<file path="src/rtl/flash_guard_pkg.sv">
package flash_guard_pkg;

  // Region start: TOP minus (value << SHIFT), clamped at zero.
  function automatic logic [15:0] prot_start(input logic [7:0] p,
                                             input int unsigned top,
                                             input int unsigned sh);
    int unsigned off;
    off = int'(p) << sh;
    return (off > top) ? 16'h0000 : 16'(top - off);
  endfunction

  // Address falls in the protected region for value p.
  function automatic logic addr_locked(input logic [7:0] p,
                                       input logic [15:0] a,
                                       input int unsigned top,
                                       input int unsigned sh);
    if (p == 8'hFF) return 1'b0;
    if (p == 8'h00) return 1'b1;
    return a >= prot_start(p, top, sh);
  endfunction

endpackage

</file>
<file path="src/rtl/flash_guard_policy.sv">
module flash_guard_policy
  import flash_guard_pkg::*;
#(
  parameter int unsigned START_TOP  = 16'hFF00,
  parameter int unsigned STEP_SHIFT = 6,
  parameter int unsigned PAGE_BYTES = 64,
  parameter int unsigned REG_ADDR   = 16'hFF7E
) (
  input  logic [7:0]  prot,
  input  logic        op_pgm,
  input  logic        op_erase,
  input  logic        op_mass,
  input  logic [15:0] addr,
  input  logic        bypass,
  output logic        allow,
  output logic        reset_prot
);
  localparam logic [15:0] PAGE_MASK = 16'(PAGE_BYTES - 1);
  localparam logic [15:0] REG_PAGE  = 16'(REG_ADDR) & ~PAGE_MASK;

  logic [15:0] chk_addr;
  logic        in_region, hits_reg, reg_locked, deny;

  always_comb begin
    chk_addr   = op_erase ? (addr | PAGE_MASK) : addr;
    in_region  = addr_locked(prot, chk_addr, START_TOP, STEP_SHIFT);
    hits_reg   = op_erase && ((addr & ~PAGE_MASK) == REG_PAGE);
    reg_locked = (prot != 8'hFF) && (prot != 8'hFE);
    if (op_mass)
      deny = (prot != 8'hFF);
    else
      deny = in_region || (hits_reg && reg_locked);
    allow      = (op_pgm || op_erase) && (bypass || !deny);
    reset_prot = op_erase && (op_mass || hits_reg);
  end

endmodule

</file>
<file path="src/rtl/flash_guard_hvtimer.sv">
module flash_guard_hvtimer #(
  parameter int unsigned MAX_HV = 4096
) (
  input  logic clk,
  input  logic rst_n,
  input  logic start,
  input  logic stop,
  output logic hv_on,
  output logic expire
);
  localparam int unsigned CW = $clog2(MAX_HV + 1);
  localparam logic [CW-1:0] LAST = CW'(MAX_HV - 1);

  logic [CW-1:0] cnt_q;

  assign expire = hv_on && !start && !stop && (cnt_q == LAST);

  always_ff @(posedge clk or negedge rst_n) begin
    if (!rst_n) begin
      hv_on <= 1'b0;
      cnt_q <= '0;
    end else if (start) begin
      hv_on <= 1'b1;
      cnt_q <= '0;
    end else if (stop || expire) begin
      hv_on <= 1'b0;
      cnt_q <= '0;
    end else if (hv_on) begin
      cnt_q <= cnt_q + 1'b1;
    end
  end

  AST_HV_BOUND: assert property (@(posedge clk) disable iff (!rst_n)
    hv_on |-> (cnt_q <= LAST));
  AST_EXPIRE_DROPS: assert property (@(posedge clk) disable iff (!rst_n)
    expire |=> !hv_on);

endmodule

</file>
<file path="src/rtl/flash_guard.sv">
module flash_guard #(
  parameter int unsigned START_TOP  = 16'hFF00,
  parameter int unsigned STEP_SHIFT = 6,
  parameter int unsigned PAGE_BYTES = 64,
  parameter int unsigned REG_ADDR   = 16'hFF7E,
  parameter int unsigned MAX_HV     = 4096
) (
  input  logic        clk,
  input  logic        rst_n,
  input  logic        bus_wr,
  input  logic        bus_rd,
  input  logic [1:0]  bus_sel,
  input  logic [7:0]  bus_wdata,
  output logic [7:0]  bus_rdata,
  input  logic        arr_we,
  input  logic [15:0] arr_addr,
  input  logic        hv_bypass,
  output logic        hv_en
);
  localparam logic [1:0] SEL_CTRL = 2'd0;
  localparam logic [1:0] SEL_PROT = 2'd1;
  localparam logic [1:0] SEL_STAT = 2'd2;

  logic [7:0]  prot_q;
  logic [15:0] tgt_q;
  logic        pgm_q, erase_q, mass_q, armed_q;
  logic        viol_q, tmo_q, seq_q;

  logic wr_ctrl, wr_prot, wr_stat, rd_prot;
  logic both_ops, hv_req, grant, deny_evt, stop_evt;
  logic prot_ok, prot_bad;
  logic allow, reset_prot, expire;

  assign wr_ctrl = bus_wr && (bus_sel == SEL_CTRL);
  assign wr_prot = bus_wr && (bus_sel == SEL_PROT);
  assign wr_stat = bus_wr && (bus_sel == SEL_STAT);
  assign rd_prot = bus_rd && (bus_sel == SEL_PROT);

  assign both_ops = bus_wdata[0] && bus_wdata[1];
  assign hv_req   = wr_ctrl && bus_wdata[3] && !both_ops
                 && (bus_wdata[0] || bus_wdata[1])
                 && (bus_wdata[0] == pgm_q) && (bus_wdata[1] == erase_q)
                 && (bus_wdata[2] == mass_q);
  assign grant    = hv_req && armed_q && allow;
  assign deny_evt = hv_req && armed_q && !allow;
  assign stop_evt = wr_ctrl && !grant;

  assign prot_ok  = wr_prot && (hv_bypass || prot_q == 8'hFF || prot_q == 8'hFE);
  assign prot_bad = wr_prot && !prot_ok;

  flash_guard_policy #(
    .START_TOP(START_TOP), .STEP_SHIFT(STEP_SHIFT),
    .PAGE_BYTES(PAGE_BYTES), .REG_ADDR(REG_ADDR)
  ) u_policy (
    .prot(prot_q), .op_pgm(pgm_q), .op_erase(erase_q), .op_mass(mass_q),
    .addr(tgt_q), .bypass(hv_bypass), .allow(allow), .reset_prot(reset_prot)
  );

  flash_guard_hvtimer #(.MAX_HV(MAX_HV)) u_timer (
    .clk(clk), .rst_n(rst_n), .start(grant), .stop(stop_evt),
    .hv_on(hv_en), .expire(expire)
  );

  always_ff @(posedge clk or negedge rst_n) begin
    if (!rst_n) begin
      prot_q  <= 8'hFF;
      tgt_q   <= '0;
      pgm_q   <= 1'b0;
      erase_q <= 1'b0;
      mass_q  <= 1'b0;
      armed_q <= 1'b0;
    end else begin
      if (arr_we) tgt_q <= arr_addr;
      if (grant && reset_prot) prot_q <= 8'hFF;
      else if (prot_ok)        prot_q <= bus_wdata;
      if (wr_ctrl && !hv_req) begin
        armed_q <= 1'b0;
        if (both_ops) begin
          pgm_q   <= 1'b0;
          erase_q <= 1'b0;
          mass_q  <= 1'b0;
        end else begin
          pgm_q   <= bus_wdata[0];
          erase_q <= bus_wdata[1];
          mass_q  <= bus_wdata[2] && bus_wdata[1];
        end
      end else if (rd_prot && (pgm_q || erase_q)) begin
        armed_q <= 1'b1;
      end
    end
  end

  always_ff @(posedge clk or negedge rst_n) begin
    if (!rst_n) begin
      viol_q <= 1'b0;
      tmo_q  <= 1'b0;
      seq_q  <= 1'b0;
    end else begin
      viol_q <= (deny_evt || prot_bad)       || (viol_q && !(wr_stat && bus_wdata[0]));
      tmo_q  <= expire                       || (tmo_q  && !(wr_stat && bus_wdata[1]));
      seq_q  <= (wr_ctrl && both_ops)        || (seq_q  && !(wr_stat && bus_wdata[2]));
    end
  end

  always_comb begin
    case (bus_sel)
      SEL_CTRL: bus_rdata = {4'b0, hv_en, mass_q, erase_q, pgm_q};
      SEL_PROT: bus_rdata = prot_q;
      SEL_STAT: bus_rdata = {5'b0, seq_q, tmo_q, viol_q};
      default:  bus_rdata = 8'h00;
    endcase
  end

  AST_ONE_OP: assert property (@(posedge clk) disable iff (!rst_n)
    !(pgm_q && erase_q));
  AST_HV_ARMED: assert property (@(posedge clk) disable iff (!rst_n)
    $rose(hv_en) |-> $past(armed_q));
  AST_HV_POLICY: assert property (@(posedge clk) disable iff (!rst_n)
    $rose(hv_en) |-> $past(allow));
  AST_MASS_LOCK: assert property (@(posedge clk) disable iff (!rst_n)
    ($rose(hv_en) && mass_q) |-> ($past(prot_q) == 8'hFF || $past(hv_bypass)));
  AST_HV_HAS_OP: assert property (@(posedge clk) disable iff (!rst_n)
    hv_en |-> (pgm_q || erase_q));

endmodule

</file>
<file path="config.mk">
export PLATFORM = sky130hd
export DESIGN_NAME = flash_guard
export DESIGN_NICKNAME = d
export VERILOG_FILES = /design/src/rtl/flash_guard_pkg.sv /design/src/rtl/flash_guard_policy.sv /design/src/rtl/flash_guard_hvtimer.sv /design/src/rtl/flash_guard.sv
export SDC_FILE = /design/constraint.sdc
export NUM_CORES = 1
export LEC_CHECK = 0
export BUFFER_PORTS_ARGS = -buffer_cell sky130_fd_sc_hd__buf_2
export CAP_MARGIN = 20
export CORE_MARGIN = 4
export CORE_UTILIZATION = 57
export CTS_BUF_LIST = sky130_fd_sc_hd__clkbuf_4
export DETAILED_ROUTE_END_ITERATION = 7
export PLACE_DENSITY = 0.8
export REMOVE_ABC_BUFFERS = 1
export SYNTH_ARGS = -nofsm -noshare
export SYNTH_HDL_FRONTEND = slang
export SYNTH_SLANG_ARGS = --single-unit
</file>
<file path="constraint.sdc">
create_clock -name clk -period 3.34 [get_ports clk]
set_input_delay 0.501 -clock clk [delete_from_list [all_inputs] [get_ports clk]]
set_output_delay 0.501 -clock clk [all_outputs]
set_load 0.01 [all_outputs]
</file>
**Yosys cells after proc, flatten, opt, wreduce, memory -nomap -nowiden**

Index checks and enable logic that the tools add are counted.

- Add/subtract/negate cells: 2
- Magnitude comparators: 2
- Equal/unequal tests: 11
- Multiplexer cells: 23
- Reduce and logical (&&, ||, !) cells: 64

Operator list:

| cell | count |
|---|---|
| $mux W13 | 3 |
| $logic_and A1 B1 Y1 | 36 |
| $pmux W8 S3 | 1 |
| $eq A8 B8 Y1 const B | 2 |
| $ge A16 B16 Y1 | 1 |
| $gt A14 B16 Y1 const B | 1 |
| $mux W16 | 1 |
| $mux W8 | 2 |
| $ne A8 B8 Y1 const B | 2 |
| $sub A16 B14 Y16 const A | 1 |
| $mux W1 | 15 |
| $add A13 B1 Y13 const B | 1 |
| $eq A13 B12 Y1 const B | 1 |
| $logic_or A1 B1 Y1 | 12 |
| $eq A10 B10 Y1 const B | 1 |
| $logic_not A1 Y1 | 10 |
| $logic_not A8 Y1 | 1 |
| $mux W6 | 1 |
| $reduce_bool A2 Y1 | 3 |
| $eq A1 B1 Y1 | 3 |
| $reduce_bool A3 Y1 | 1 |
| $eq A2 B1 Y1 const B | 1 |
| $eq A2 B2 Y1 const B | 1 |
| $logic_not A2 Y1 | 1 |

- Register bits: 45
- Bits of input ports: 32
- Output and inout bits: 9
- Word-level logic and storage cells: 113

**Logic depth before layout (Yosys ltp)**

- Word-level depth: 19
- Depth in mapped cells: 10
- Gate-level depth less buffers: 10

**Cells and area by module**

From an unflattened synthesis, not the netlist that was laid out.

- Cells, all modules: 258
- Area, all modules: 2,637.5 sq um

Modules (own cells, without submodules):

| module | times used | cells each | area an instance (sq um) | seq. area each (sq um) |
|---|---|---|---|---|
| flash_guard | 1 | 131 | 1,492.7 | 785.8 |
| flash_guard_hvtimer | 1 | 63 | 676.9 | 350.3 |
| flash_guard_policy | 1 | 64 | 467.9 | 0.0 |

**Worst setup path before layout**

Ideal clock, no wire load.

- Kind: register to register
- From: register prot_q[0]
- To: register viol_q
- Library setup time: 126 ps
- Arrival: 2,442 ps
- Data required time: 3,214 ps
- Setup slack: 772 ps
- Stages on the path, launching flop included: 11
- Period minus slack after synthesis: 2,568 ps
- Path through: dfstp_2 > inv_1 > ha_1 > nand3b_1 > xnor2_1 > ha_1 > nand4_1 > a21oi_1 > o31ai_1 > o21ai_2 > a221o_1

- Longest elaborated chain between the ends: 14

Ends and longest elaborated chain:

| element | line | text |
|---|---|---|
| from (decl) | flash_guard.sv:24 | `logic [7:0] prot_q;` |
| from (signal assigned) | flash_guard.sv:75 | `else if (prot_ok) prot_q <= bus_wdata;` |
| $sub A16 B14 Y16, or another cell as far along | flash_guard_pkg.sv:9 | `return (off > top) ? 16'h0000 : 16'(top - off);` |
| $mux W16 or $mux W1 (tied branches) | flash_guard_pkg.sv:9, flash_guard_pkg.sv:18 |  |
| $ge A16 B16 Y1 or $mux W1 (tied branches) | flash_guard_pkg.sv:19, flash_guard_pkg.sv:18 |  |
| $mux W1 | flash_guard_pkg.sv:19 | `return a >= prot_start(p, top, sh);` |
| $mux W1 | flash_guard_pkg.sv:18 | `if (p == 8'h00) return 1'b1;` |
| $logic_or A1 B1 Y1 | flash_guard_policy.sv:32 | `deny = in_region \|\| (hits_reg && reg_locked);` |
| $mux W1 | flash_guard_policy.sv:29 | `if (op_mass)` |
| $logic_not A1 Y1 | flash_guard_policy.sv:33 | `allow = (op_pgm \|\| op_erase) && (bypass \|\| !deny);` |
| $logic_or A1 B1 Y1 | flash_guard_policy.sv:33 |  |
| $logic_and A1 B1 Y1 | flash_guard_policy.sv:33 |  |
| $logic_not A1 Y1 | flash_guard.sv:45 | `assign deny_evt = hv_req && armed_q && !allow;` |
| $logic_and A1 B1 Y1 | flash_guard.sv:45 |  |
| $logic_or A1 B1 Y1 (*) (2 in series) | flash_guard.sv:99 | `viol_q <= (deny_evt \|\| prot_bad) \|\| (viol_q && !(wr_stat && bus_wdata[0]));` |
| to (signal assigned) | flash_guard.sv:99 |  |
| to (decl) | flash_guard.sv:27 | `logic viol_q, tmo_q, seq_q;` |

Mark *: on every way between the ends. The rest lies on a longest branch, timed or not. The select of a mux whose other input is x is not followed.
A chain may end at the register's enable or synchronous reset.

**Worst setup path in the final report**

Ends and elaborated chain as after synthesis.

==> flow_metrics.env <==
export IMPL_cellLeakagePower_nw=1.349
export IMPL_final_setup_viol_count=0
export IMPL_cp_required_ns=3.62
export IMPL_seqPwrFrac=0.485
export IMPL_finalPower_mw=1.406
export IMPL_wl_per_cell_um=16.00
export IMPL_power_density_nw_per_um2=472.6
export IMPL_finalWeightedCongestion=0.7971
export IMPL_cap_violations=0
export IMPL_p_int_uw=994.5
export IMPL_synth_edf_count=0
export IMPL_cts_path_max_buffers=2
export IMPL_synth_distinct_cells=49
export IMPL_synth_area_per_cell_um2=10.16
export IMPL_grt_pass1_wl_um=9121
export IMPL_nets=344
export IMPL_switching_power_uw=411.7
export IMPL_ys_ff_latch=45
export IMPL_grt_pass1_vias=2000
export IMPL_grt_max_degree=46
export IMPL_die_h_um=75.56
export IMPL_end_kind="flop"
export IMPL_status="complete, no violations"
export IMPL_tightest_slew_ns=0.6427
export IMPL_vdd_drop_max_mv=0.2332
export IMPL_cp_max_fo=6
export IMPL_drv_slew=0
export IMPL_hold_viol_final=0
export IMPL_synth_warning_count=0
export IMPL_hold_worst_slack_ns=0.3249
export IMPL_synthesis_instances=256
export IMPL_clk_pin_slew_ns=0.14
export IMPL_clock_skew_ns=0.01365
export IMPL_ys_top_cells_by_area="dfrtp_1 (36%), dfstp_2 (8.1%), mux2_2 (6.5%)"
export IMPL_ant_nets=0
export IMPL_multiInputGateArea_um2=1400
export IMPL_antenna_found_initial=0
export IMPL_ys_seq_area_frac=0.4367
export IMPL_die_width_um=75.56
export IMPL_clock_latency_ns=0.37
export IMPL_cts_root_buf="clkbuf_4"
export IMPL_grt_overflow=0
export IMPL_start_kind="flop"
export IMPL_synth_top_cell_area_share=0.3559
export IMPL_period_minus_slack_ns=2.833
export IMPL_rows=24
export IMPL_pwr_share_clk=0.292
export IMPL_viasPerCell=5.915
export IMPL_hp_class="input port to flop"
export IMPL_dp_hpwl_um=4269
export IMPL_drt_iter0_drc=97
export IMPL_combinationalPowerShare=0.223
export IMPL_drc=0
export IMPL_relSlewSlack=0.5700
export IMPL_io_pins=41
export IMPL_worst_setup_path_type="flop to flop"
export IMPL_ys_flop_type="dfrtp_1"
export IMPL_syn_area_um2=2601
export IMPL_portBuffers=40
export IMPL_wl_um=5631
export IMPL_timing_final_crit_share=0.8482
export IMPL_synth_commonest_cells="dfrtp_1 (37), nand2_1 (26), nor2_1 (24), mux2_2 (15), o21ai_0 (14)"
export IMPL_async_reset_ff_frac=1.000
export IMPL_firstDrtPassIters=4
export IMPL_max_freq_ghz=0.3530
export IMPL_sw_frac_of_total=0.2928
export IMPL_initial_core_util=0.5933
export IMPL_synth_top_area_cell="dfrtp_1"
export IMPL_post_cts_buffers=0
export IMPL_fill_cells=369
export IMPL_fp_coreArea_um2=4384
export IMPL_arrival_ns=3.11
export IMPL_yosysMostFrequentCell="dfrtp_1"
export IMPL_vias=2082
export IMPL_area_growth_pct=14.38
export IMPL_clock_sinks=45
export IMPL_cts_buffers_inserted=5
export IMPL_rsz0062_at_grt="no"
export IMPL_setup_tns_ns=0
export IMPL_grt_usage=0.2133
export IMPL_drive_gt1_frac=0.2867
export IMPL_insertedDiodeCount=0
export IMPL_post_cts_resized=0
export IMPL_die_area_um2=5709
export IMPL_h_tree_depth=2
export IMPL_cts_tree="built"
export IMPL_regArea_um2=1136
critical path, cell delays in order (launching register included):
cell	delay, ns
dfstp_2	0.60
inv_1	0.08
ha_1	0.26
nand3b_1	0.19
xnor2_1	0.14
ha_1	0.19
a21oi_1	0.16
o21ai_0	0.10
o31ai_1	0.54
o21ai_2	0.13
a221o_1	0.34
cell usage in the layout, fill, tap and decap left out, types with 5 or more instances in the layout:
cell type / Yosys / final
buf_2: 4 / 40
inv_1: 7 / 7
o21ai_0: 14 / 14
nand2_1: 26 / 26
xor2_1: 9 / 9
clkbuf_4: 0 / 5
xnor2_1: 9 / 9
ha_1: 13 / 13
dfrtp_1: 37 / 37
nand4_1: 7 / 7
nand2b_1: 5 / 5
nand3_1: 11 / 11
nor2_1: 24 / 24
mux2_2: 15 / 15
dfstp_2: 8 / 8
a21oi_1: 7 / 7
mux2i_1: 5 / 5
power by group through the flow:
stage                     clock, mW  combinational, mW  sequential (mW)
after global placement            0              0.292            0.686
after detailed placement          0              0.309            0.690
after global routing          0.443              0.351            0.687
after CTS                     0.417              0.310            0.680
final                         0.411              0.314            0.682
after floorplan                   0              0.211            0.666
through the flow:
stage / area [um2] / utilization / std cells / worst slack (ns)
floorplan: 2562 / - / 248 / 0.7722
global placement: 2843 / 0.6484 / 342 / 0.6669
detailed placement: 2843 / 0.6484 / 342 / 0.5346
CTS: 2945 / 0.6718 / 350 / 0.5197
global route: 2975 / 0.6787 / 352 / 0.2757
finish: 2975 / 0.6787 / 352 / 0.5070
cell families after synthesis:
family,after synthesis,synth area share
AO/OA/AOI/OAI,41,0.1154
XOR/XNOR,18,0.06061
adder cells (fa/ha/maj),13,0.06253
buffers and inverters,15,0.02501
flip-flops,45,0.4367
multiplexers,20,0.08418
AND/OR/NAND/NOR,104,0.2155
layer usage:
| layer | GRT usage | vias up | wire [um] |
|---|---|---|---|
| met1 | 0.2656 | 1011 | 2465 |
| li1 | - | 1001 | - |
| met2 | 0.3567 | 55 | 2794 |
| met5 | 0 | - | 0 |
| met3 | 0.04485 | 15 | 235 |
| met4 | 0.09515 | 0 | 135 |
state kept, by name (all words and copies together), names as in the netlist:
signal / count
tgt_q: 16
u_timer.cnt_q: 13
prot_q: 8
armed_q: 1
erase_q: 1
mass_q: 1
pgm_q: 1
seq_q: 1
tmo_q: 1
u_timer.hv_on: 1
viol_q: 1
what timing repair did:
action                                 4_1_cts  5_1_grt
hold buffers                                 0        1
endpoints found under the hold margin        0        2
setup endpoints to repair                    0        0
path summary, 6_finish.rpt:
kind	start	slack (ns)	to	cells after the start
worst max register to register	prot_q[0]	0.51	viol_q	10
max in group asynchronous	rst_n	2.36	prot_q[0]	3
min in group asynchronous	rst_n	0.48	mass_q	2
worst min-delay path	arr_addr[6]	0.32	tgt_q[6]	3
worst max-delay path	prot_q[0]	0.51	viol_q	10
worst min register to register	tgt_q[5]	0.51	tgt_q[5]	1
cell type report:
class / count / share of cell area
clock buffer: 5 / 0.01262
clock inverter: 3 / 0.02187
inverter: 7 / 0.008831
multi-input combinational: 196 / 0.4706
sequential: 45 / 0.3818
tap: 52 / 0.02187
timing repair buffer: 44 / 0.08242
Note: power is estimated with default switching activity, not from simulation.
